## src/rtl/mii_defer_pkg.sv

```systemverilog
package mii_defer_pkg;
  typedef enum logic [1:0] {
    ST_IDLE,
    ST_SEND,
    ST_JAM,
    ST_WAIT
  } tx_state_e;
endpackage

```

## src/rtl/mii_defer_timer.sv

```systemverilog
module mii_defer_timer #(
  parameter int LEN_W = 10
) (
  input  logic             clk,
  input  logic             rst_n,
  input  logic             tx_active_i,
  input  logic             crs_i,
  input  logic [LEN_W-1:0] blind_len_i,
  input  logic [LEN_W-1:0] ipg_len_i,
  output logic             cts_o
);
  localparam int CYC_W = LEN_W - 2;
  localparam logic [CYC_W-1:0] CNT_MAX = '1;

  logic [CYC_W-1:0] since_q, since_d;
  logic [CYC_W-1:0] idle_q, idle_d;
  logic [CYC_W-1:0] blind_cyc, ipg_cyc;
  logic             blinded, crs_seen, gap_ok;

  always_comb begin
    blind_cyc = CYC_W'(blind_len_i >> 2);
    ipg_cyc   = CYC_W'(ipg_len_i >> 2);
    blinded   = (since_q < blind_cyc);
    crs_seen  = crs_i && !blinded;

    since_d = since_q;
    if (tx_active_i)
      since_d = '0;
    else if (since_q != CNT_MAX)
      since_d = since_q + 1'b1;

    idle_d = idle_q;
    if (tx_active_i || crs_seen)
      idle_d = '0;
    else if (idle_q != CNT_MAX)
      idle_d = idle_q + 1'b1;

    gap_ok = (({1'b0, idle_q} + {{CYC_W{1'b0}}, 1'b1}) >= {1'b0, ipg_cyc});
    cts_o  = gap_ok && !crs_seen;
  end

  always_ff @(posedge clk or negedge rst_n) begin
    if (!rst_n) begin
      since_q <= CNT_MAX;
      idle_q  <= CNT_MAX;
    end else begin
      since_q <= since_d;
      idle_q  <= idle_d;
    end
  end


  carrier_restart_chk: assert property (@(posedge clk) disable iff (!rst_n)
    (crs_i && !blinded && !tx_active_i && ipg_cyc > 1) |=> (!cts_o || !$stable(ipg_len_i)));
endmodule

```

## src/rtl/mii_retry_count.sv

```systemverilog
module mii_retry_count #(
  parameter int MAX_ATT = 16
) (
  input  logic clk,
  input  logic rst_n,
  input  logic col_hit_i,
  input  logic clear_i,
  output logic last_o
);
  localparam int ATT_W = $clog2(MAX_ATT + 1);

  logic [ATT_W-1:0] cnt_q, cnt_d;

  always_comb begin
    cnt_d = cnt_q;
    if (clear_i)
      cnt_d = '0;
    else if (col_hit_i)
      cnt_d = cnt_q + 1'b1;
    last_o = (cnt_q == ATT_W'(MAX_ATT));
  end

  always_ff @(posedge clk or negedge rst_n) begin
    if (!rst_n)
      cnt_q <= '0;
    else
      cnt_q <= cnt_d;
  end


  att_bound_chk: assert property (@(posedge clk) disable iff (!rst_n)
    cnt_q <= ATT_W'(MAX_ATT));
endmodule

```

## src/rtl/mii_tx_seq.sv

```systemverilog
module mii_tx_seq
  import mii_defer_pkg::*;
#(
  parameter int          NIB_W    = 4,
  parameter int          JAM_NIBS = 8,
  parameter logic [3:0]  JAM_PAT  = 4'h5
) (
  input  logic             clk,
  input  logic             rst_n,
  input  logic             frame_avail_i,
  input  logic             cts_i,
  input  logic             col_i,
  input  logic [NIB_W-1:0] buf_nib_i,
  input  logic             buf_last_i,
  input  logic             backoff_done_i,
  input  logic             att_last_i,
  output logic             buf_rd_o,
  output logic [NIB_W-1:0] txd_o,
  output logic             tx_en_o,
  output logic             retry_o,
  output logic             done_o,
  output logic             excess_o,
  output logic             col_hit_o,
  output logic             att_clear_o
);
  localparam int JAM_W = $clog2(JAM_NIBS + 1);
  localparam logic [NIB_W-1:0] JAM_NIB = NIB_W'(JAM_PAT);

  tx_state_e        st_q, st_d;
  logic [NIB_W-1:0] txd_q, txd_d;
  logic             en_q, en_d;
  logic             last_q, last_d;
  logic [JAM_W-1:0] jam_q, jam_d;
  logic             retry_q, retry_d;
  logic             done_q, done_d;
  logic             excess_q, excess_d;

  always_comb begin
    st_d     = st_q;
    txd_d    = txd_q;
    en_d     = en_q;
    last_d   = last_q;
    jam_d    = jam_q;
    retry_d  = 1'b0;
    done_d   = 1'b0;
    excess_d = 1'b0;
    buf_rd_o  = 1'b0;
    col_hit_o = 1'b0;
    unique case (st_q)
      ST_IDLE: begin
        if (frame_avail_i && cts_i) begin
          st_d     = ST_SEND;
          txd_d    = buf_nib_i;
          en_d     = 1'b1;
          last_d   = buf_last_i;
          buf_rd_o = 1'b1;
        end
      end
      ST_SEND: begin
        if (col_i) begin
          st_d      = ST_JAM;
          txd_d     = JAM_NIB;
          jam_d     = JAM_W'(1);
          col_hit_o = 1'b1;
        end else if (last_q) begin
          st_d   = ST_IDLE;
          txd_d  = '0;
          en_d   = 1'b0;
          done_d = 1'b1;
        end else begin
          txd_d    = buf_nib_i;
          last_d   = buf_last_i;
          buf_rd_o = 1'b1;
        end
      end
      ST_JAM: begin
        if (jam_q == JAM_W'(JAM_NIBS)) begin
          txd_d = '0;
          en_d  = 1'b0;
          if (att_last_i) begin
            st_d     = ST_IDLE;
            excess_d = 1'b1;
          end else begin
            st_d    = ST_WAIT;
            retry_d = 1'b1;
          end
        end else begin
          jam_d = jam_q + 1'b1;
        end
      end
      ST_WAIT: begin
        if (backoff_done_i)
          st_d = ST_IDLE;
      end
      default: st_d = ST_IDLE;
    endcase
    att_clear_o = done_d || excess_d;
  end

  always_ff @(posedge clk or negedge rst_n) begin
    if (!rst_n) begin
      st_q     <= ST_IDLE;
      txd_q    <= '0;
      en_q     <= 1'b0;
      last_q   <= 1'b0;
      jam_q    <= '0;
      retry_q  <= 1'b0;
      done_q   <= 1'b0;
      excess_q <= 1'b0;
    end else begin
      st_q     <= st_d;
      txd_q    <= txd_d;
      en_q     <= en_d;
      last_q   <= last_d;
      jam_q    <= jam_d;
      retry_q  <= retry_d;
      done_q   <= done_d;
      excess_q <= excess_d;
    end
  end

  assign txd_o    = txd_q;
  assign tx_en_o  = en_q;
  assign retry_o  = retry_q;
  assign done_o   = done_q;
  assign excess_o = excess_q;


  start_gate_chk: assert property (@(posedge clk) disable iff (!rst_n)
    $rose(en_q) |-> $past(frame_avail_i && cts_i));

  read_order_chk: assert property (@(posedge clk) disable iff (!rst_n)
    buf_rd_o |=> (en_q && txd_q == $past(buf_nib_i)));

  jam_out_chk: assert property (@(posedge clk) disable iff (!rst_n)
    (st_q == ST_JAM) |-> (en_q && txd_q == JAM_NIB && !buf_rd_o));

  retry_state_chk: assert property (@(posedge clk) disable iff (!rst_n)
    retry_q |-> (!en_q && st_q == ST_WAIT));

  excess_state_chk: assert property (@(posedge clk) disable iff (!rst_n)
    excess_q |-> (!en_q && !retry_q && st_q == ST_IDLE));

  backoff_col_chk: assert property (@(posedge clk) disable iff (!rst_n)
    (st_q == ST_WAIT && col_i) |=> !en_q);
endmodule

```

## src/rtl/mii_tx_defer.sv

```systemverilog
module mii_tx_defer #(
  parameter int         LEN_W    = 10,
  parameter int         MAX_ATT  = 16,
  parameter int         JAM_NIBS = 8,
  parameter logic [3:0] JAM_PAT  = 4'h5
) (
  input  logic             clk,
  input  logic             rst_n,
  input  logic             frame_avail_i,
  input  logic [3:0]       buf_nib_i,
  input  logic             buf_last_i,
  output logic             buf_rd_o,
  input  logic             crs_i,
  input  logic             col_i,
  input  logic [LEN_W-1:0] blind_len_i,
  input  logic [LEN_W-1:0] ipg_len_i,
  input  logic             backoff_done_i,
  output logic [3:0]       txd_o,
  output logic             tx_en_o,
  output logic             retry_o,
  output logic             done_o,
  output logic             excess_col_o
);
  logic rst_meta_q, rst_sync_q;
  logic cts, att_last, col_hit, att_clear;

  always_ff @(posedge clk or negedge rst_n) begin
    if (!rst_n) begin
      rst_meta_q <= 1'b0;
      rst_sync_q <= 1'b0;
    end else begin
      rst_meta_q <= 1'b1;
      rst_sync_q <= rst_meta_q;
    end
  end

  mii_defer_timer #(.LEN_W(LEN_W)) u_timer (
    .clk         (clk),
    .rst_n       (rst_sync_q),
    .tx_active_i (tx_en_o),
    .crs_i       (crs_i),
    .blind_len_i (blind_len_i),
    .ipg_len_i   (ipg_len_i),
    .cts_o       (cts)
  );

  mii_retry_count #(.MAX_ATT(MAX_ATT)) u_retry (
    .clk       (clk),
    .rst_n     (rst_sync_q),
    .col_hit_i (col_hit),
    .clear_i   (att_clear),
    .last_o    (att_last)
  );

  mii_tx_seq #(.NIB_W(4), .JAM_NIBS(JAM_NIBS), .JAM_PAT(JAM_PAT)) u_seq (
    .clk            (clk),
    .rst_n          (rst_sync_q),
    .frame_avail_i  (frame_avail_i),
    .cts_i          (cts),
    .col_i          (col_i),
    .buf_nib_i      (buf_nib_i),
    .buf_last_i     (buf_last_i),
    .backoff_done_i (backoff_done_i),
    .att_last_i     (att_last),
    .buf_rd_o       (buf_rd_o),
    .txd_o          (txd_o),
    .tx_en_o        (tx_en_o),
    .retry_o        (retry_o),
    .done_o         (done_o),
    .excess_o       (excess_col_o),
    .col_hit_o      (col_hit),
    .att_clear_o    (att_clear)
  );
endmodule

```

## config.mk

```make
export PLATFORM = sky130hd
export DESIGN_NAME = mii_tx_defer
export DESIGN_NICKNAME = d
export VERILOG_FILES = /design/src/rtl/mii_defer_pkg.sv /design/src/rtl/mii_defer_timer.sv /design/src/rtl/mii_retry_count.sv /design/src/rtl/mii_tx_seq.sv /design/src/rtl/mii_tx_defer.sv
export SDC_FILE = /design/constraint.sdc
export NUM_CORES = 1
export LEC_CHECK = 0
export BUFFER_PORTS_ARGS = -buffer_cell sky130_fd_sc_hd__buf_2
export CORE_UTILIZATION = 40
export CTS_CLUSTER_DIAMETER = 50
export DETAILED_ROUTE_END_ITERATION = 10
export HOLD_SLACK_MARGIN = 0.1
export PLACE_DENSITY = 0.67
export SETUP_SLACK_MARGIN = 0.5
export SLEW_MARGIN = 20
export SYNTH_ARGS = -nofsm -noshare
export SYNTH_HDL_FRONTEND = slang
export SYNTH_HIERARCHICAL = 1
export SYNTH_SLANG_ARGS = --single-unit
```

## constraint.sdc

```tcl
create_clock -name clk -period 2.65 [get_ports clk]
set_input_delay 0 -clock clk [delete_from_list [all_inputs] [get_ports clk]]
set_output_delay 0 -clock clk [all_outputs]
set_load 0.005 [all_outputs]
```

==> After elaboration in Yosys (flattened, before gate mapping) <==
Cells that the tools add are included.
{ "op_classes": {"div": 0, "n_addsub": 5, "mux": 45, "bitwise": 0, "reduce_logical": 19, "shift": 0, "mul": 0, "n_eq_ne": 15, "n_lt_le_gt_ge": 2} }
{ "ops": {"columns": ["cell", "n"], "rows": [
  ["8-bit two-way mux", 4],
  ["4-bit two-way mux", 6],
  ["1-bit two-way mux", 21],
  ["8-bit by 1-bit adder with 8-bit output (second input constant)", 2],
  ["8-bit != test (second input constant)", 2],
  ["2-bit two-way mux", 6],
  ["4-bit one-hot mux with 3 select lines", 1],
  ["5-bit two-way mux", 2],
  ["2-bit nonzero test", 5],
  ["8-bit by 1-bit adder with 9-bit output (second input constant)", 1],
  ["9-bit by 8-bit greater-or-equal comparator with 1-bit output", 1],
  ["3-bit AND reduction", 3],
  ["8-bit less-than comparator", 1],
  ["2-bit != test (second input constant)", 4],
  ["2-bit one-hot mux with 4 select lines", 1],
  ["4-bit one-hot mux with 2 select lines", 1],
  ["2-bit by 1-bit != test with 1-bit output (second input constant)", 3],
  ["5-bit by 1-bit adder with 5-bit output (second input constant)", 1],
  ["5-bit equality test (second input constant)", 1],
  ["5-bit AND reduction", 1],
  ["4-bit by 1-bit adder with 4-bit output (second input constant)", 1],
  ["2-bit equality test (second input constant)", 2],
  ["4-bit equality test (second input constant)", 1],
  ["1-bit one-hot mux with 2 select lines", 2],
  ["other kinds (9)", 13]
]} }
{ "totals": {"mem_bits_rw": 0, "romBits": 0, "latch_bits": 0, "word_cells": 99, "ff_bits": 38, "memories": 0, "output_inout_bits": 9} }

==> Logic depth before layout (Yosys ltp) <==
Gate-level depths: netlist (run 1).
{ "depth": {"ltp_word": 8, "ltp_mapped": 12, "depth_no_buf": 12} }

==> By module <==
The synthesis (run 1) kept the hierarchy.
{ "by_module_without_submodules": {"columns": ["module", "seq_area_each_um2", "n_inst", "cells_each", "area_per_inst_um2"], "rows": [
  ["mii_defer_timer", 420.4, 1, 132, 1208.7],
  ["mii_tx_seq", 375.4, 1, 90, 897.1],
  ["mii_retry_count", 125.1, 1, 26, 299.0],
  ["mii_tx_defer", 50.0, 1, 3, 53.8]
]} }

==> Worst setup path before layout (run 1) <==
No wires, ideal clock.
{ "synth_path": {"path_kind": "reg2reg", "start": "register u_timer.idle_q[2]", "end": "register u_seq.txd_q[1] (netlist: u_seq/txd_o[1])", "t_arrival_ns": 2.566, "path_slack_ns": -0.036, "setup_time_ns": 0.120, "path_stages_with_launch": 13, "path_buffers": 0, "cell_sequence": "dfstp_2 > and3_1 > nand4_1 > xnor2_1 > ha_1 > nand4_1 > nor2_1 > o31ai_1 > a21oi_1 > nand2_1 > a221oi_4 > nor2b_1 > a31o_2"} }
{ "synth_via": {"elab_chain_len": 6} }
{ "synth_rtl": {"columns": ["item", "line", "source"], "rows": [
  ["start, declared", "mii_defer_timer.sv:16", "logic [CYC_W-1:0] idle_q, idle_d;"],
  ["start signal, assigned", "mii_defer_timer.sv:48", "idle_q <= idle_d;"],
  ["8-bit by 1-bit adder with 9-bit output", "mii_defer_timer.sv:38", "gap_ok = (({1'b0, idle_q} + {{CYC_W{1'b0}}, 1'b1}) >= {1'b0, ipg_cyc});"],
  ["9-bit by 8-bit greater-or-equal comparator with 1-bit output", "mii_defer_timer.sv:38", null],
  ["1-bit logical AND", "mii_defer_timer.sv:39", "cts_o = gap_ok && !crs_seen;"],
  ["net cts", "mii_tx_defer.sv:25", "logic cts, att_last, col_hit, att_clear;"],
  ["1-bit logical AND", "mii_tx_seq.sv:51", "if (frame_avail_i && cts_i) begin"],
  ["2-bit by 1-bit != test with 1-bit output (no source line)", null, null],
  ["3-bit AND reduction (no source line)", null, null],
  ["end signal, assigned", "mii_tx_seq.sv:112", "txd_q <= txd_d;"],
  ["end, declared", "mii_tx_seq.sv:30", "logic [NIB_W-1:0] txd_q, txd_d;"]
]} }
The timed path passes the listed nets, and every way through them passes these cells.
A chain may end at the register's enable or synchronous reset.

==> Worst setup path after layout (run 1) <==
{ "layout_path": {"start": "register u_timer.idle_q[4]", "end": "register u_seq.st_q[1]"} }
{ "layout_via": {"elab_chain_len": 6} }
{ "layout_rtl": {"columns": ["item", "line", "source"], "rows": [
  ["8-bit by 1-bit adder with 9-bit output", "mii_defer_timer.sv:38", null],
  ["9-bit by 8-bit greater-or-equal comparator with 1-bit output", "mii_defer_timer.sv:38", null],
  ["1-bit logical AND", "mii_defer_timer.sv:39", null],
  ["net cts", "mii_tx_defer.sv:25", null],
  ["1-bit logical AND", "mii_tx_seq.sv:51", null],
  ["2-bit by 1-bit != test with 1-bit output (no source line)", null, null],
  ["4-bit AND reduction (no source line)", null, null],
  ["end signal, assigned", "mii_tx_seq.sv:111", "st_q <= st_d;"],
  ["end, declared", "mii_tx_seq.sv:29", "tx_state_e st_q, st_d;"]
]} }
The timed path passes the listed nets, and every way through them passes these cells.

==> impl_metrics.toml, run 1 <==
[detailed_routing]
wire_per_inst_um = 12.7
drt-initial-drc-count = 58
num_vias = 1993
drt-vias-per-instance = 5.05
drt_first_pass_iters = 4
drc = 0
routed_wl_um = 5020
antenna_left = 0

[timing]
tightest_slew_ns = 0.710
timing.hold.ws_ns = 0.128
fmax_ghz = 0.374
fin_crit_sh_pct = 101
period_needed_ns = 2.67
skew_ns = 0.0117
rsz0062_at_grt = "yes"
setup_viol = 3
max_slew_margin_pct = 52.7
timing.final.ws_setup_ns = -0.0221
hold_viol_final = 0
drv_slew = 0

[worst_setup_path]
crit_path_max_incr_delay_ns = 0.53
cp_num_buf_inv = 1
crit_path_max_fanout = 3
path_cells = "and3_4 > nand2_2 > xnor2_2 > ha_1 > a211oi_2 > nor2_1 > nor3_2 > a21oi_2 > buf_4 > a21bo_4 > nand2_4 > mux2_4"
crit_path_end_kind = "register"
crit_type = "reg2reg"
cp.arrival_ns = 2.86
cp_data_required_time_ns = 2.84
start_kind = "register"
slowest_stage = "dfstp_2"
cp_top_family = "simple AND/OR/NAND/NOR gates"

[floorplan]
dieHeight_um = 80.4
die-area_um2 = 6460
ioPinCount = 40
core_area_um2 = 5920
fp-row-count = 28
die_w_um = 80.4
initial_core_util_pct = 41.5

[clock_network]
h-tree-depth = 2
cts_buffers = 5
clkLatencyLatePin_ns = 0.29
path_clk_slew_ns = 0.08
cts_tree = "yes"
cts.sinks = 38
cts_buffer_depth = 2
root_buffer = "clkbuf_8"

[global_route]
grt_max_degree = 21
use_met1_pct = 20.6
grt_usage_pct = 16.7
grt_first_pass_wirelength_um = 8310
use_met2_pct = 28.8
grt_pass1_vias = 1870
grt.busiest_layer = "met2"
use_met3_pct = 3.41
grt_overflow = 0
grt_antenna_before_repair = 0

[yosys]
dominantRegCellSynth = "dfrtp_1"
synth.distinct_cells = 56
yosysTopAreaCellShare_pct = 22.4
yosysTopAreaCell = "dfrtp_1"
synth_area_um2 = 2460
ys_async_sr_fraction_pct = 100
ys_seq_elements = 38
synth.avg_cell_area_um2 = 9.80
synth_nets = 308
synthCells = 251
synthTopCellsByArea = "dfrtp_1, dfstp_2, ha_1"
yosysSeqAreaShare_pct = 39.5
synth_edf_count = 0
yosysWarnings = 6

[flow_run]
maxCapViolations = 0

[placement]
dp_cells = 375
hpwl_um = 3680
place_congestion = 0.826
portBuffers = 35

[power]
leakagePower_uw = 0.00164
p_total_uw = 2700
p_per_area_nw_per_um2 = 854
peakVddDrop_mv = 0.436

[worst_hold_path]
hp-class = "in2reg"

[layout]
fillers = 549
diodes = 0
final_cells = 395
multi_input_area_um2 = 1430
drive_gt1_share_pct = 35.6
syn_to_final_growth_pct = 28.5
final_nets = 376
register_area_um2 = 971
fin_util_pct = 53.4

[status]
violations = "setup timing"
outcome = "finished with violations"
-- report_power, final --
| part | switching (uW) | total (uW) | internal, uW | leakage (uW) |
|---|---|---|---|---|
| registers | 160 | 905 | 745 | 0.000445 |
| logic | 581 | 1200 | 624 | 0.00113 |
| clock network | 213 | 590 | 377 | 0.0000683 |
-- what timing repair did --
action | 4_1_cts | 5_1_grt
setup buffers | 4 | 2
pin swaps | 15 | 8
cloned | 0 | 0
resized for setup | 16 | 3
setup endpoints to repair | 9 | 12
hold endpoints to repair | 6 | 0
hold buffers | 6 | 0
-- flip-flops by register name, summed over array words and instances, names as in the netlist --
| signal | count |
|---|---|
| u_timer/idle_q | 8 |
| u_timer/since_q | 8 |
| u_retry/cnt_q | 5 |
| u_seq/jam_q | 4 |
| u_seq/txd_o | 4 |
| u_seq/st_q | 2 |
| rst_meta_q | 1 |
| rst_sync_q | 1 |
| u_seq/done_o | 1 |
| u_seq/excess_o | 1 |
| u_seq/last_q | 1 |
| u_seq/retry_o | 1 |
| u_seq/tx_en_o | 1 |
-- synth_stat cells (all sizes together), types with 3 or more instances --
cell type / count
a21oi: 11
inv: 29
nand2b: 3
nor2: 28
o21ai: 8
o211ai: 3
nor3: 3
nand3b: 4
nand4: 6
dfrtp: 22
a31oi: 3
a211oi: 3
mux2: 4
nand2: 12
nand3: 7
xnor2: 8
and3: 7
nor2b: 6
dfstp: 16
mux2i: 6
ha: 26
-- through the flow --
stage,setup slack [ns],area (um2),TNS [ns]
2_1_floorplan,0.0161,2470,0
3_3_place_gp,-0.184,2840,-0.372
3_5_place_dp,-0.163,2840,-0.755
4_1_cts,-0.0337,3130,-0.140
5_1_grt,-0.227,3160,-1.43
6_report,-0.0221,3160,-0.0307
-- logic make-up after synthesis --
kind of cell               share of synthesized area, %
xor gates and xnor gates                           3.56
muxes                                              4.58
adders and majority gates                          13.2
and+or+nand+nor                                    18.7
DFF                                                39.5
buffers and inverters                              5.65
AOI/OAI and AO/OA                                  14.6
other                                             0.153
-- worst paths after layout --
| kind | start | cells past startpoint | to | slack, ns |
|---|---|---|---|---|
| hold / removal | crs_i | 4 | u_timer/idle_q[7] | 0.13 |
| setup / recovery | u_timer/idle_q[4] | 12 | u_seq/st_q[1] | -0.02 |
| hold reg to reg | rst_sync_q | 0 | u_seq/txd_o[3] | 0.29 |
| setup reg to reg | u_timer/idle_q[4] | 12 | u_seq/st_q[1] | -0.02 |
| max in group asynchronous | rst_sync_q | 1 | u_timer/idle_q[3] | 1.57 |
| min in group asynchronous | rst_sync_q | 0 | u_seq/txd_o[3] | 0.29 |
-- tightest hold or removal path: stages --
cell and delay, ns:
buf_2 0.08, a22oi_1 0.09, o211ai_1 0.18, a211oi_1 0.07
-- cell usage in the layout, fill, tap and decap left out, drive strengths merged, types with 6 or more instances in the layout --
master | synthesis | layout
buf | 2 | 59
nand2 | 12 | 12
nand4 | 6 | 6
inv | 29 | 29
dfrtp | 22 | 22
and3 | 7 | 7
ha | 26 | 26
nor2b | 6 | 6
o21ai | 8 | 8
a21oi | 11 | 11
xnor2 | 8 | 8
dlygate4sd3 | 0 | 6
nand3 | 7 | 7
mux2i | 6 | 6
dfstp | 16 | 16
nor2 | 28 | 28
-- cell type report --
class                   instances  area share, %
multi-input cells             180           45.2
flip-flops and latches         38           30.7
repair buffers                 65           13.3
inverters                      29           3.45
well taps                      75           2.97
clock buffers                   5           2.18
clock inverters                 3           2.18
-- routing by layer --
layer  wire, um  up-vias
met5          0        -
met4         74        0
met3        190        9
met2       2460       46
li1           -     1009
met1       2300      929
(Power assumes the default switching activity.)
==> inputs of run 2 (changes only) <==
--- a/config.mk
+++ b/config.mk
@@ -6,11 +6,11 @@
 export NUM_CORES = 1
 export LEC_CHECK = 0
 export BUFFER_PORTS_ARGS = -buffer_cell sky130_fd_sc_hd__buf_2
-export CORE_UTILIZATION = 40
+export CORE_UTILIZATION = 30
 export CTS_CLUSTER_DIAMETER = 50
 export DETAILED_ROUTE_END_ITERATION = 10
 export HOLD_SLACK_MARGIN = 0.1
-export PLACE_DENSITY = 0.67
+export PLACE_DENSITY = 0.55
 export SETUP_SLACK_MARGIN = 0.5
 export SLEW_MARGIN = 20
 export SYNTH_ARGS = -nofsm -noshare
==> impl_metrics.toml, run 2 (same netlist as run 1, synthesis figures left out) <==
[worst_setup_path]
reg2regPathDepth = 13
cp_top_family = "compound AO/OA/AOI/OAI gates"
cp_data_required_time_ns = 2.83
crit_path_max_fanout = 4
reg2reg_to = "u_seq/txd_o[1]"
slowest_stage = "dfstp_2"
cp.arrival_ns = 2.92
crit_path_max_incr_delay_ns = 0.58
cp_num_buf_inv = 1
crit_path_end_kind = "register"
start_kind = "register"
reg2reg_slack_ns = -0.09
r2r_start = "u_timer/idle_q[0]"
crit_type = "reg2reg"
path_cells = "and2_4 > nand2_4 > xnor2_4 > ha_4 > buf_4 > nand4_1 > nor2_1 > o31ai_2 > a21oi_2 > nand2_2 > a221oi_4 > nor2b_1 > a31o_2"

[clock_network]
h-tree-depth = 2
cts_tree = "yes"
clkLatencyLatePin_ns = 0.29
root_buffer = "clkbuf_8"
cts_buffers = 5
cts.sinks = 38
path_clk_slew_ns = 0.08
cts_buffer_depth = 2

[layout]
fin_util_pct = 40.5
final_nets = 373
final_cell_mix = "buf_2, inv_1, nor2_1, ha_1, dfrtp_1"
reg_top3 = "u_timer/idle_q x8, u_timer/since_q x8, u_retry/cnt_q x5"
multi_input_area_um2 = 1470
layout_commonest_cell = "buf_2"
diodes = 0
drive_gt1_share_pct = 36.9
register_area_um2 = 971
syn_to_final_growth_pct = 28.5
fillers = 802

[detailed_routing]
drt_first_pass_iters = 4
wire_per_inst_um = 12.3
drt-vias-per-instance = 4.63
drt-initial-drc-count = 54
antenna_left = 0
routed_wl_um = 5140
num_vias = 1942
drc = 0

[timing]
fin_crit_sh_pct = 103
rsz0062_at_grt = "yes"
timing.final.ws_setup_ns = -0.0856
fmax_ghz = 0.366
setup_viol = 6
skew_ns = 0.00489
drv_slew = 0
period_needed_ns = 2.74
hold_viol_final = 0
timing.hold.ws_ns = 0.129

[flow_run]
maxCapViolations = 0

[floorplan]
fp-row-count = 32
dieHeight_um = 92.5
die-area_um2 = 8560
die_w_um = 92.5
core_area_um2 = 7810
initial_core_util_pct = 31.5
ioPinCount = 40

[worst_hold_path]
holdPathEnd = "u_seq/done_o"
min_path_cells = 2
min-delay-start = "col_i"
hp-class = "in2reg"

[global_route]
use_met3_pct = 2.79
grt_overflow = 0
grt_usage_pct = 12.8
grt.busiest_layer = "met2"
grt_first_pass_wirelength_um = 8780
grt_pass1_vias = 1924
use_met2_pct = 20.6
grt_antenna_before_repair = 0
use_met1_pct = 17.0
grt_max_degree = 19

[power]
p_per_area_nw_per_um2 = 797
p_total_uw = 2520
leakagePower_uw = 0.00161
peakVddDrop_mv = 0.532

[placement]
hpwl_um = 3840
dp_slack_ns = -0.191
place_congestion = 0.814
portBuffers = 35

[status]
outcome = "finished with violations"
violations = "setup timing"
run 2: cell types whose count changed in the layout (fill, tap and decap cells not counted), moves of 2 or more:
cell	change
bufinv_16	-2
nor2_1	-2
nor2_2	+2
buf_4	-2
run 2: worst max-delay path by stage:
stage,from,endpoint,slack [ns],depth (start not counted)
3_3_place_gp,u_timer/idle_q[4],u_seq/st_q[1],-0.23,12
6_report,u_timer/idle_q[0],u_seq/txd_o[1],-0.09,13
5_1_grt,u_timer/idle_q[0],u_seq/txd_o[3],-0.27,12
4_1_cts,u_timer/idle_q[0],u_seq/txd_o[2],-0.06,14
3_5_place_dp,u_timer/idle_q[4],u_seq/st_q[1],-0.19,12
2_1_floorplan,u_timer/idle_q[0],u_seq/txd_o[1],0.02,12
run 2: stage by stage:
stage	TNS, ns	cell area, um2	instances
global route	-1.57	3160	419
global placement	-0.502	2880	403
finish	-0.334	3160	419
detailed placement	-0.681	2880	403
floorplan	0	2470	251
CTS	-0.268	3100	418
run 2: worst reg2reg max path, stage by stage (launching register included):
cell and delay [ns]:
dfstp_2 0.58, and2_4 0.17, nand2_4 0.06, xnor2_4 0.14
ha_4 0.28, buf_4 0.10, nand4_1 0.08, nor2_1 0.13
o31ai_2 0.09, a21oi_2 0.22, nand2_2 0.09, a221oi_4 0.37
nor2b_1 0.08, a31o_2 0.22
run 2: what timing repair did:
item | in CTS | in global routing
pin swaps | 10 | 14
buffers inserted | 2 | 1
setup endpoints to repair | 9 | 10
hold buffers | 5 | 0
endpoints found under the hold margin | 5 | 0
gates resized for setup | 14 | 10
run 2: per-layer routing:
metal  part of all wire (%)  wire length (um)  up-vias
li1                       -                 -     1001
met1                     48              2450      903
met2                     48              2460       33
met3                    3.4               175        5
met4                   0.95                49        0
met5                      0                 0        -
run 2: where the power goes:
| part | switching (uW) | internal, uW | leakage [uW] | total (uW) |
|---|---|---|---|---|
| clock | 212 | 210 | 0.0000515 | 421 |
| sequential | 165 | 745 | 0.000445 | 909 |
| combinational | 592 | 597 | 0.00112 | 1190 |
| total | 968 | 1550 | 0.00161 | 2520 |
run 2: cell type report:
type                            count  area share [%]
Tap cell                          102            4.04
Timing Repair Buffer               62            12.5
Multi-Input combinational cell    180            46.4
Clock buffer                        6            2.61
Inverter                           29            3.44
Sequential cell                    38            30.7
Clock inverter                      2           0.356
